### config.mk
export PLATFORM = sky130hd
export DESIGN_NAME = intv_timer
export DESIGN_NICKNAME = d
export VERILOG_FILES = /design/src/rtl/intv_timer_pkg.sv /design/src/rtl/intv_regs.sv /design/src/rtl/intv_prescaler.sv /design/src/rtl/intv_engine.sv /design/src/rtl/intv_pin_mux.sv /design/src/rtl/intv_timer.sv
export SDC_FILE = /design/constraint.sdc
export NUM_CORES = 1
export LEC_CHECK = 0
export BUFFER_PORTS_ARGS = -buffer_cell sky130_fd_sc_hd__buf_2
export CORE_ASPECT_RATIO = 1.4
export CORE_MARGIN = 4
export CORE_UTILIZATION = 60
export DETAILED_ROUTE_END_ITERATION = 8
export PLACE_DENSITY = 0.85
export SETUP_SLACK_MARGIN = 0.1
export SLEW_MARGIN = 20
export SYNTH_ARGS = -nofsm -noshare
export SYNTH_HDL_FRONTEND = slang
export SYNTH_HIERARCHICAL = 1
export SYNTH_SLANG_ARGS = --single-unit
export TNS_END_PERCENT = 1
### constraint.sdc
create_clock -name clk -period 6.42 [get_ports clk]
set_input_delay 1.284 -clock clk [delete_from_list [all_inputs] [get_ports clk]]
set_output_delay 1.284 -clock clk [all_outputs]
set_load 0.005 [all_outputs]
### src/rtl/intv_timer_pkg.sv
package intv_timer_pkg;
  localparam int DATA_W = 16;
  localparam int PS_W   = 3;
  localparam int PRE_W  = (1 << PS_W) - 1;
  localparam int PIN_N  = 4;
  localparam int SEL_W  = $clog2(PIN_N);
  localparam int CODE_W = 3;

  // control word bit positions (software-visible encoding)
  localparam int B_EN   = 0;
  localparam int B_CODE = 1;
  localparam int B_STAT = 4;
  localparam int B_DONE = 6;
  localparam int B_REP  = 7;
  localparam int B_PS   = 8;
  localparam int B_OE   = 15;

  function automatic logic [PRE_W-1:0] div_minus1(input logic [PS_W-1:0] code);
    return PRE_W'((1 << code) - 1);
  endfunction

  function automatic logic [PIN_N-1:0] pin_onehot(input logic [SEL_W-1:0] sel);
    return PIN_N'(1) << sel;
  endfunction
endpackage

### src/rtl/intv_regs.sv
module intv_regs
  import intv_timer_pkg::*;
#(
  parameter int CNT_W = 16
) (
  input  logic              clk,
  input  logic              rst_n,
  input  logic              wr_ctrl,
  input  logic              wr_init,
  input  logic [DATA_W-1:0] wr_data,
  output logic [CNT_W-1:0]  init_q,
  output logic [CODE_W-1:0] code_q,
  output logic [SEL_W-1:0]  stat_sel_q,
  output logic              stat_oe_q,
  output logic [PS_W-1:0]   ps_q
);
  logic unused_bits;
  assign unused_bits = ^wr_data[B_OE-1:B_PS+PS_W];

  always_ff @(posedge clk or negedge rst_n) begin
    if (!rst_n) begin
      init_q     <= '0;
      code_q     <= '0;
      stat_sel_q <= '0;
      stat_oe_q  <= 1'b0;
      ps_q       <= '0;
    end else begin
      if (wr_init) init_q <= wr_data[CNT_W-1:0];
      if (wr_ctrl) begin
        code_q     <= wr_data[B_CODE +: CODE_W];
        stat_sel_q <= wr_data[B_STAT +: SEL_W];
        stat_oe_q  <= wr_data[B_OE];
        ps_q       <= wr_data[B_PS +: PS_W];
      end
    end
  end
endmodule

### src/rtl/intv_prescaler.sv
module intv_prescaler
  import intv_timer_pkg::*;
(
  input  logic            clk,
  input  logic            rst_n,
  input  logic [PS_W-1:0] ps,
  input  logic            advance,
  input  logic            clear,
  output logic            tick
);
  logic [PRE_W-1:0] phase_q;

  assign tick = advance && (phase_q >= div_minus1(ps));

  always_ff @(posedge clk or negedge rst_n) begin
    if (!rst_n)       phase_q <= '0;
    else if (clear)   phase_q <= '0;
    else if (advance) phase_q <= tick ? '0 : phase_q + 1'b1;
  end
endmodule

### src/rtl/intv_engine.sv
module intv_engine
  import intv_timer_pkg::*;
#(
  parameter int CNT_W = 16,
  parameter int GAP   = 12
) (
  input  logic              clk,
  input  logic              rst_n,
  input  logic              wr_ctrl,
  input  logic [DATA_W-1:0] wr_data,
  input  logic              ext_disable,
  input  logic [CNT_W-1:0]  init_q,
  input  logic              tick,
  output logic              run,
  output logic              load,
  output logic              en_q,
  output logic              rep_q,
  output logic              done_q,
  output logic              win,
  output logic              complete_once,
  output logic              complete_rep,
  output logic              gap_reload
);
  localparam int GAP_W = $clog2(GAP + 1);

  logic [CNT_W-1:0] count_q;
  logic             in_gap_q;
  logic [GAP_W-1:0] gap_q;
  logic             start, complete, gap_end, gap_finish, stop;

  assign start         = wr_ctrl && wr_data[B_EN] && !en_q;
  assign run           = en_q && !in_gap_q && !wr_ctrl;
  assign complete      = run && tick && (count_q == '0);
  assign complete_once = complete && !rep_q;
  assign complete_rep  = complete && rep_q;
  assign gap_end       = en_q && in_gap_q && !wr_ctrl && (gap_q == GAP_W'(1));
  assign gap_reload    = gap_end && rep_q;
  assign gap_finish    = gap_end && !rep_q;
  assign stop          = complete_once || gap_finish;
  assign load          = start || gap_reload;
  assign win           = en_q && (count_q != '0);

  always_ff @(posedge clk or negedge rst_n) begin
    if (!rst_n) begin
      en_q     <= 1'b0;
      rep_q    <= 1'b0;
      done_q   <= 1'b0;
      count_q  <= '0;
      in_gap_q <= 1'b0;
      gap_q    <= '0;
    end else begin
      if (wr_ctrl)   en_q <= wr_data[B_EN];
      else if (stop) en_q <= 1'b0;

      if (ext_disable)  rep_q <= 1'b0;
      else if (wr_ctrl) rep_q <= wr_data[B_REP];

      if (start)        done_q <= 1'b0;
      else if (wr_ctrl) done_q <= done_q && wr_data[B_DONE];
      else if (stop)    done_q <= 1'b1;

      if (load)                             count_q <= init_q;
      else if (run && tick && count_q != '0) count_q <= count_q - 1'b1;

      if (wr_ctrl && !wr_data[B_EN])       in_gap_q <= 1'b0;
      else if (complete_rep)               in_gap_q <= 1'b1;
      else if (gap_reload || gap_finish)   in_gap_q <= 1'b0;

      if (complete_rep)                    gap_q <= GAP_W'(GAP);
      else if (en_q && in_gap_q && !wr_ctrl) gap_q <= gap_q - 1'b1;
    end
  end
endmodule

### src/rtl/intv_pin_mux.sv
module intv_pin_mux
  import intv_timer_pkg::*;
(
  input  logic              win,
  input  logic              done,
  input  logic [CODE_W-1:0] code,
  input  logic [SEL_W-1:0]  stat_sel,
  input  logic              stat_oe,
  output logic [PIN_N-1:0]  ev_n,
  output logic              local_cnt_en
);
  logic [PIN_N-1:0] win_hit, stat_hit;

  assign win_hit  = (win && code[CODE_W-1]) ? pin_onehot(code[SEL_W-1:0]) : '0;
  assign stat_hit = (stat_oe && done) ? pin_onehot(stat_sel) : '0;
  assign local_cnt_en = win && (code == '0);

  for (genvar p = 0; p < PIN_N; p++) begin : g_pin
    assign ev_n[p] = !(win_hit[p] || stat_hit[p]);
  end
endmodule

### src/rtl/intv_timer.sv
module intv_timer
  import intv_timer_pkg::*;
#(
  parameter int CNT_W      = 16,
  parameter int RELOAD_GAP = 12
) (
  input  logic              clk,
  input  logic              rst_n,
  input  logic              wr_en,
  input  logic              wr_addr,
  input  logic [DATA_W-1:0] wr_data,
  input  logic              rd_addr,
  output logic [DATA_W-1:0] rd_data,
  input  logic              ext_disable,
  output logic [PIN_N-1:0]  ev_n,
  output logic              local_cnt_en
);
  logic              wr_ctrl, wr_init;
  logic [CNT_W-1:0]  init_q;
  logic [CODE_W-1:0] code_q;
  logic [SEL_W-1:0]  stat_sel_q;
  logic              stat_oe_q;
  logic [PS_W-1:0]   ps_q;
  logic              tick, run, load;
  logic              en_q, rep_q, done_q, win;
  logic              complete_once, complete_rep, gap_reload;

  assign wr_ctrl = wr_en && !wr_addr;
  assign wr_init = wr_en && wr_addr;

  intv_regs #(.CNT_W(CNT_W)) u_regs (
    .clk(clk), .rst_n(rst_n), .wr_ctrl(wr_ctrl), .wr_init(wr_init),
    .wr_data(wr_data), .init_q(init_q), .code_q(code_q),
    .stat_sel_q(stat_sel_q), .stat_oe_q(stat_oe_q), .ps_q(ps_q)
  );

  intv_prescaler u_pre (
    .clk(clk), .rst_n(rst_n), .ps(ps_q), .advance(run), .clear(load),
    .tick(tick)
  );

  intv_engine #(.CNT_W(CNT_W), .GAP(RELOAD_GAP)) u_eng (
    .clk(clk), .rst_n(rst_n), .wr_ctrl(wr_ctrl), .wr_data(wr_data),
    .ext_disable(ext_disable), .init_q(init_q), .tick(tick), .run(run),
    .load(load), .en_q(en_q), .rep_q(rep_q), .done_q(done_q), .win(win),
    .complete_once(complete_once), .complete_rep(complete_rep),
    .gap_reload(gap_reload)
  );

  intv_pin_mux u_mux (
    .win(win), .done(done_q), .code(code_q), .stat_sel(stat_sel_q),
    .stat_oe(stat_oe_q), .ev_n(ev_n), .local_cnt_en(local_cnt_en)
  );

  always_comb begin
    rd_data = '0;
    if (rd_addr) begin
      rd_data = DATA_W'(init_q);
    end else begin
      rd_data[B_EN]             = en_q;
      rd_data[B_CODE +: CODE_W] = code_q;
      rd_data[B_STAT +: SEL_W]  = stat_sel_q;
      rd_data[B_DONE]           = done_q;
      rd_data[B_REP]            = rep_q;
      rd_data[B_PS +: PS_W]     = ps_q;
      rd_data[B_OE]             = stat_oe_q;
    end
  end
endmodule

==> flow_summary.ini, run 1 <==
[clocking]
post_cts_buffers = 0
cts_tree = done
cts_resized = 0
cts.clk_slew.worst_paths_ns = 0.09
cts-root-buf = clkbuf_8
numCtsBuffers = 5
clockBufferDepth = 2
ctsHtreeMaxLevel = 2
clk_latency_ns = 0.31
cts_sinks = 56
cts_hold_buf = 0

[detailed_routing]
postRouteAntennaNets = 0
wl_per_cell_um = 17.7
vias_per_cell = 6.25
drc = 0
wirelength_um = 7580
dr.pass1.iters = 4
dr_total_vias = 2667
initialDrtViolationCount = 135

[setup_path]
startpoint_type = input port
crit_type = input port to flip-flop
worstPathArrival_ns = 4.46
crit_fanout = 18
cp-end-kind = flip-flop
cp_data_required_time_ns = 6.67

[logic_synthesis]
postSynthCellCount = 320
synth.avg_cell_area_sq_um = 10.7
yosys_warnings = 6
syn_area_sq_um = 3430
synth_fp_nets = 353

[pwr]
leakagePower_nw = 1.63
ir_drop_mv = 0.204
power_density_nw_per_um2 = 275

[status]
outcome = complete, no violations

[global_routing]
met2_usage = 0.388
top_usage_layer = met2
grt_max_degree = 57
grt.total_usage = 0.226
first_global_vias = 2654
overflow = 0
grtUsageMet3 = 0.0290
antenna_found_initial = 0
use_met1 = 0.290
grt_pass1_wl_um = 12800

[cells_and_area]
post-route-util = 0.674
area_delta_synth_final_pct = 8.58
stdcell_area_sq_um = 3720
nets = 392
fill_cells = 420
layout-drive-gt1-share = 0.323
antenna_cells = 0

[sta]
rsz0062_at_grt = no
tightest_slew_ns = 1.04
layout_setup_ws_ns = 2.20
max_freq_mhz = 237
fin_tns_setup_ns = 0
hold_slack_ns = 0.538
clock_skew_ns = 0.0137
period_minus_slack_ns = 4.22
hold_viol = 0
report.final.slew_viol_count = 0
setup_violations = 0
slew_headroom = 0.310
finalCritPeriodShare = 0.657

[floorplanning]
die_area_sq_um = 7000
die_w_um = 71.9
row_count = 32
io_pins = 43
coreArea_sq_um = 5530
die_y_um = 97.4
initial_core_util = 0.620

[run]
cap_violations = 0

[placement]
pre_cts_slack_ns = 1.92
place_area_sq_um = 3640
place_congestion = 0.847
dp_hpwl_um = 5550
numPortBuffers = 42

[hold_path]
hold_path.class = flip-flop to flip-flop
[report_power, final]
part           total, mW  switching [mW]  internal [mW]
sequential         0.512          0.0889          0.424
combinational      0.325           0.154          0.170
clock              0.187           0.113         0.0742
total               1.02           0.356          0.668
[layout make-up]
cell class	instances	area (sq um)	area share
Clock inverter	2	12.5	0.00336
Multi-Input combinational cell	235	1850	0.497
Sequential cell	56	1400	0.376
Tap cell	68	85.1	0.0229
Inverter	13	48.8	0.0131
Timing Repair Buffer	48	255	0.0686
Clock buffer	5	68.8	0.0185
[final timing paths]
| path | start | endpoint | slack (ns) | cells after the start |
|---|---|---|---|---|
| worst min register to register | u_regs/init_q[13] | u_regs/init_q[13] | 0.54 | 1 |
| worst max register to register | u_eng/en_q | u_eng/count_q[6] | 3.09 | 9 |
| worst max-delay path | wr_en | u_eng/count_q[6] | 2.20 | 12 |
| max in group asynchronous | rst_n | u_regs/init_q[1] | 4.87 | 2 |
| min in group asynchronous | rst_n | u_eng/count_q[0] | 1.10 | 2 |
| worst min-delay path | u_regs/init_q[13] | u_regs/init_q[13] | 0.54 | 1 |
[placed cells by master (no fill, tap or decap), types with 6 or more instances in the layout]
cell type  count
mux2_2        21
nand3_1       11
dfrtp_1       56
o211ai_1       6
o31ai_1        6
inv_1         11
buf_4          6
nand2_1       25
or4_1          8
nor2_1        25
buf_2         42
ha_1          11
mux2_4        16
a31oi_1       12
[through the flow]
step | cells | total power, mW
after floorplan | 320 | 0.748
after global placement | 420 | 0.822
after detailed placement | 420 | 0.841
after CTS | 427 | 1.03
after global routing | 427 | 1.09
final | 427 | 1.02
[routing by layer]
metal | share of wire | vias to the layer above
met5 | 0 | -
met4 | 0.025 | 0
met3 | 0.041 | 16
met2 | 0.53 | 80
met1 | 0.40 | 1319
li1 | - | 1252
[critical path, stage by stage]
cell and delay [ns]:
buf_2 0.10, nor2b_1 0.11, buf_4 0.20, nor2b_1 0.21, nor2b_1 0.47, nand4_1 0.22
o32ai_2 0.40, nor4bb_1 0.32, buf_4 0.24, nand2_1 0.21, or4_2 0.60, nand3_1 0.11
[sequential cells by signal, indices dropped and copies added, names as in the netlist, 2 cells and up]
| name | cells |
|---|---|
| u_eng/count_q | 16 |
| u_eng/gap_q | 4 |
| u_pre/phase_q | 7 |
| u_regs/code_q | 3 |
| u_regs/init_q | 16 |
| u_regs/ps_q | 3 |
| u_regs/stat_sel_q | 2 |
(Power assumes the default switching activity.)
==> inputs of run 2 (changes only) <==
--- a/config.mk
+++ b/config.mk
@@ -8,9 +8,9 @@
 export BUFFER_PORTS_ARGS = -buffer_cell sky130_fd_sc_hd__buf_2
 export CORE_ASPECT_RATIO = 1.4
 export CORE_MARGIN = 4
-export CORE_UTILIZATION = 60
+export CORE_UTILIZATION = 53
 export DETAILED_ROUTE_END_ITERATION = 8
-export PLACE_DENSITY = 0.85
+export PLACE_DENSITY = 0.8
 export SETUP_SLACK_MARGIN = 0.1
 export SLEW_MARGIN = 20
 export SYNTH_ARGS = -nofsm -noshare
==> constraint.sdc (replaced) <==
create_clock -name clk -period 3.4 [get_ports clk]
set_input_delay 0.68 -clock clk [delete_from_list [all_inputs] [get_ports clk]]
set_output_delay 0.68 -clock clk [all_outputs]
set_load 0.005 [all_outputs]
==> run 2 against run 1 <==
Effect of this change: worst hold slack got worse by 0.25 ns; power rose by 91%; critical path depth fell by 2; register-to-register slack got worse by 2.8 ns; sequential share of layout area fell by 0.33 points; non-clock buffer count rose by 1; largest power group unchanged.
==> flow_summary.ini, run 2 (synthesized netlist as in run 1, its figures left out) <==
[pwr]
pwr-share-comb = 0.314
seqPwrFrac = 0.492
power_density_nw_per_um2 = 522
clock_power_share = 0.193
ir_drop_mv = 0.330
leakagePower_nw = 1.65
netSwitchingFraction = 0.343
netSwitchingPower_mw = 0.671
fin_total_pwr_mw = 1.96
p_int_mw = 1.29

[run]
cap_violations = 0

[clocking]
ctsHtreeMaxLevel = 2
cts_hold_buf = 0
cts_tree = done
cts.clk_slew.worst_paths_ns = 0.10
cts-root-buf = clkbuf_8
cts_sinks = 56
clk_latency_ns = 0.31
numCtsBuffers = 5
clockBufferDepth = 2

[placement]
dp_hpwl_um = 5540
numPortBuffers = 42
place_congestion = 0.928

[floorplanning]
row_count = 34
initial_core_util = 0.548
io_pins = 43
die_w_um = 76.0
die_area_sq_um = 7840
coreArea_sq_um = 6250
die_y_um = 103

[global_routing]
grt_max_degree = 39
antenna_found_initial = 0
grt_pass1_wl_um = 12800
overflow = 0
grt.total_usage = 0.199
first_global_vias = 2653

[sta]
setup_violations = 0
finalCritPeriodShare = 0.927
fin_tns_setup_ns = 0
report.final.slew_viol_count = 0
rsz0062_at_grt = yes
tightest_slew_ns = 1.08
max_freq_mhz = 317
slew_headroom = 0.280
clock_skew_ns = 0.00807
period_minus_slack_ns = 3.15
hold_viol = 0

[detailed_routing]
wl_per_cell_um = 17.3
vias_per_cell = 6.11
initialDrtViolationCount = 169
drc = 0
wirelength_um = 7490
dr.pass1.iters = 4
postRouteAntennaNets = 0
dr_total_vias = 2645

[cells_and_area]
area_delta_synth_final_pct = 9.53
nets = 393
antenna_cells = 0
final_common_cell = dfrtp_1
fill_cells = 533
post-route-util = 0.600
mostFrequentLayoutCells = 56 x dfrtp_1, 42 x buf_2, 25 x nor2_1, 24 x nand2_1, 21 x mux2_2
reg.largest.list = u_eng/count_q x16, u_regs/init_q x16, u_pre/phase_q x7
layout-drive-gt1-share = 0.332

[setup_path]
path_cells = or3_1, ha_1, nand2b_4, a2111oi_4, o32ai_2, nor4bb_2, buf_4, nand3_1, or4_1, a31oi_1
crit_type = flip-flop to flip-flop
slowest_stage = dfrtp_1
cp_slowest_stage_delay_ns = 0.46
startpoint_type = flip-flop
cp-end-kind = flip-flop
worstPathArrival_ns = 3.38
cp_data_required_time_ns = 3.63
crit_fanout = 13

[hold_path]
hold_path.class = input port to asynchronous set/reset pin

[status]
outcome = complete, no violations
==> run 2: routing by layer <==
| metal | global-route usage | wire length, um | up-vias |
|---|---|---|---|
| met3 | 0.0341 | 345 | 10 |
| met1 | 0.252 | 3180 | 1300 |
| met4 | 0.0411 | 74 | 0 |
| li1 | - | - | 1258 |
| met2 | 0.356 | 3890 | 77 |
| met5 | 0 | 0 | - |
==> run 2: power groups by stage <==
stage,Combinational [mW],Sequential [mW],Clock (mW)
floorplan,0.494,0.919,0
global placement,0.592,0.967,0
detailed placement,0.621,0.973,0
CTS,0.622,0.962,0.387
global route,0.686,0.993,0.415
finish,0.616,0.964,0.378
==> run 2: cell type report <==
cell class	instances	area, sq um	share of cell area
Clock buffer	6	82.6	0.0220
Multi-Input combinational cell	235	1860	0.495
Sequential cell	56	1400	0.373
Tap cell	72	90.1	0.0240
Inverter	13	48.8	0.0130
Timing Repair Buffer	49	263	0.0700
Clock inverter	2	10.0	0.00267
==> run 2: through the flow <==
| stage | cells | setup slack, ns | instance area [sq um] | hold slack (ns) |
|---|---|---|---|---|
| after floorplan | 320 | 0.141 | 3440 | 0.384 |
| after global placement | 425 | 0.160 | 3660 | 0.505 |
| after detailed placement | 425 | -0.0613 | 3660 | 0.524 |
| after CTS | 433 | 0.223 | 3750 | 0.302 |
| after global routing | 433 | 0.0815 | 3750 | 0.312 |
| final | 433 | 0.249 | 3750 | 0.290 |
==> run 2: path summary, 6_finish.rpt <==
check / cells past startpoint / from / slack (ns) / end
worst min register to register: 1 / u_regs/init_q[0] / 0.54 / u_regs/init_q[0]
worst min-delay path: 1 / rst_n / 0.29 / u_eng/gap_q[2]
worst max register to register: 10 / u_regs/ps_q[1] / 0.25 / u_eng/count_q[13]
max in group asynchronous: 2 / rst_n / 2.28 / u_regs/init_q[8]
worst max-delay path: 10 / u_regs/ps_q[1] / 0.25 / u_eng/count_q[13]
min in group clk: 2 / ext_disable / 0.51 / u_eng/rep_q
==> run 2: timing repair <==
action	in CTS	in global routing
endpoints found under the setup margin	0	4
buffers inserted	0	0
gates resized for setup	0	1
==> run 2: critical path, delay by kind of cell (launching register included) <==
family	cells	cell delay, ns
AO/OA/AOI/OAI	3	0.57
buffers and inverters	1	0.23
flip-flops	1	0.46
AND/OR/NAND/NOR	5	1.52
adder cells (fa/ha/maj)	1	0.29
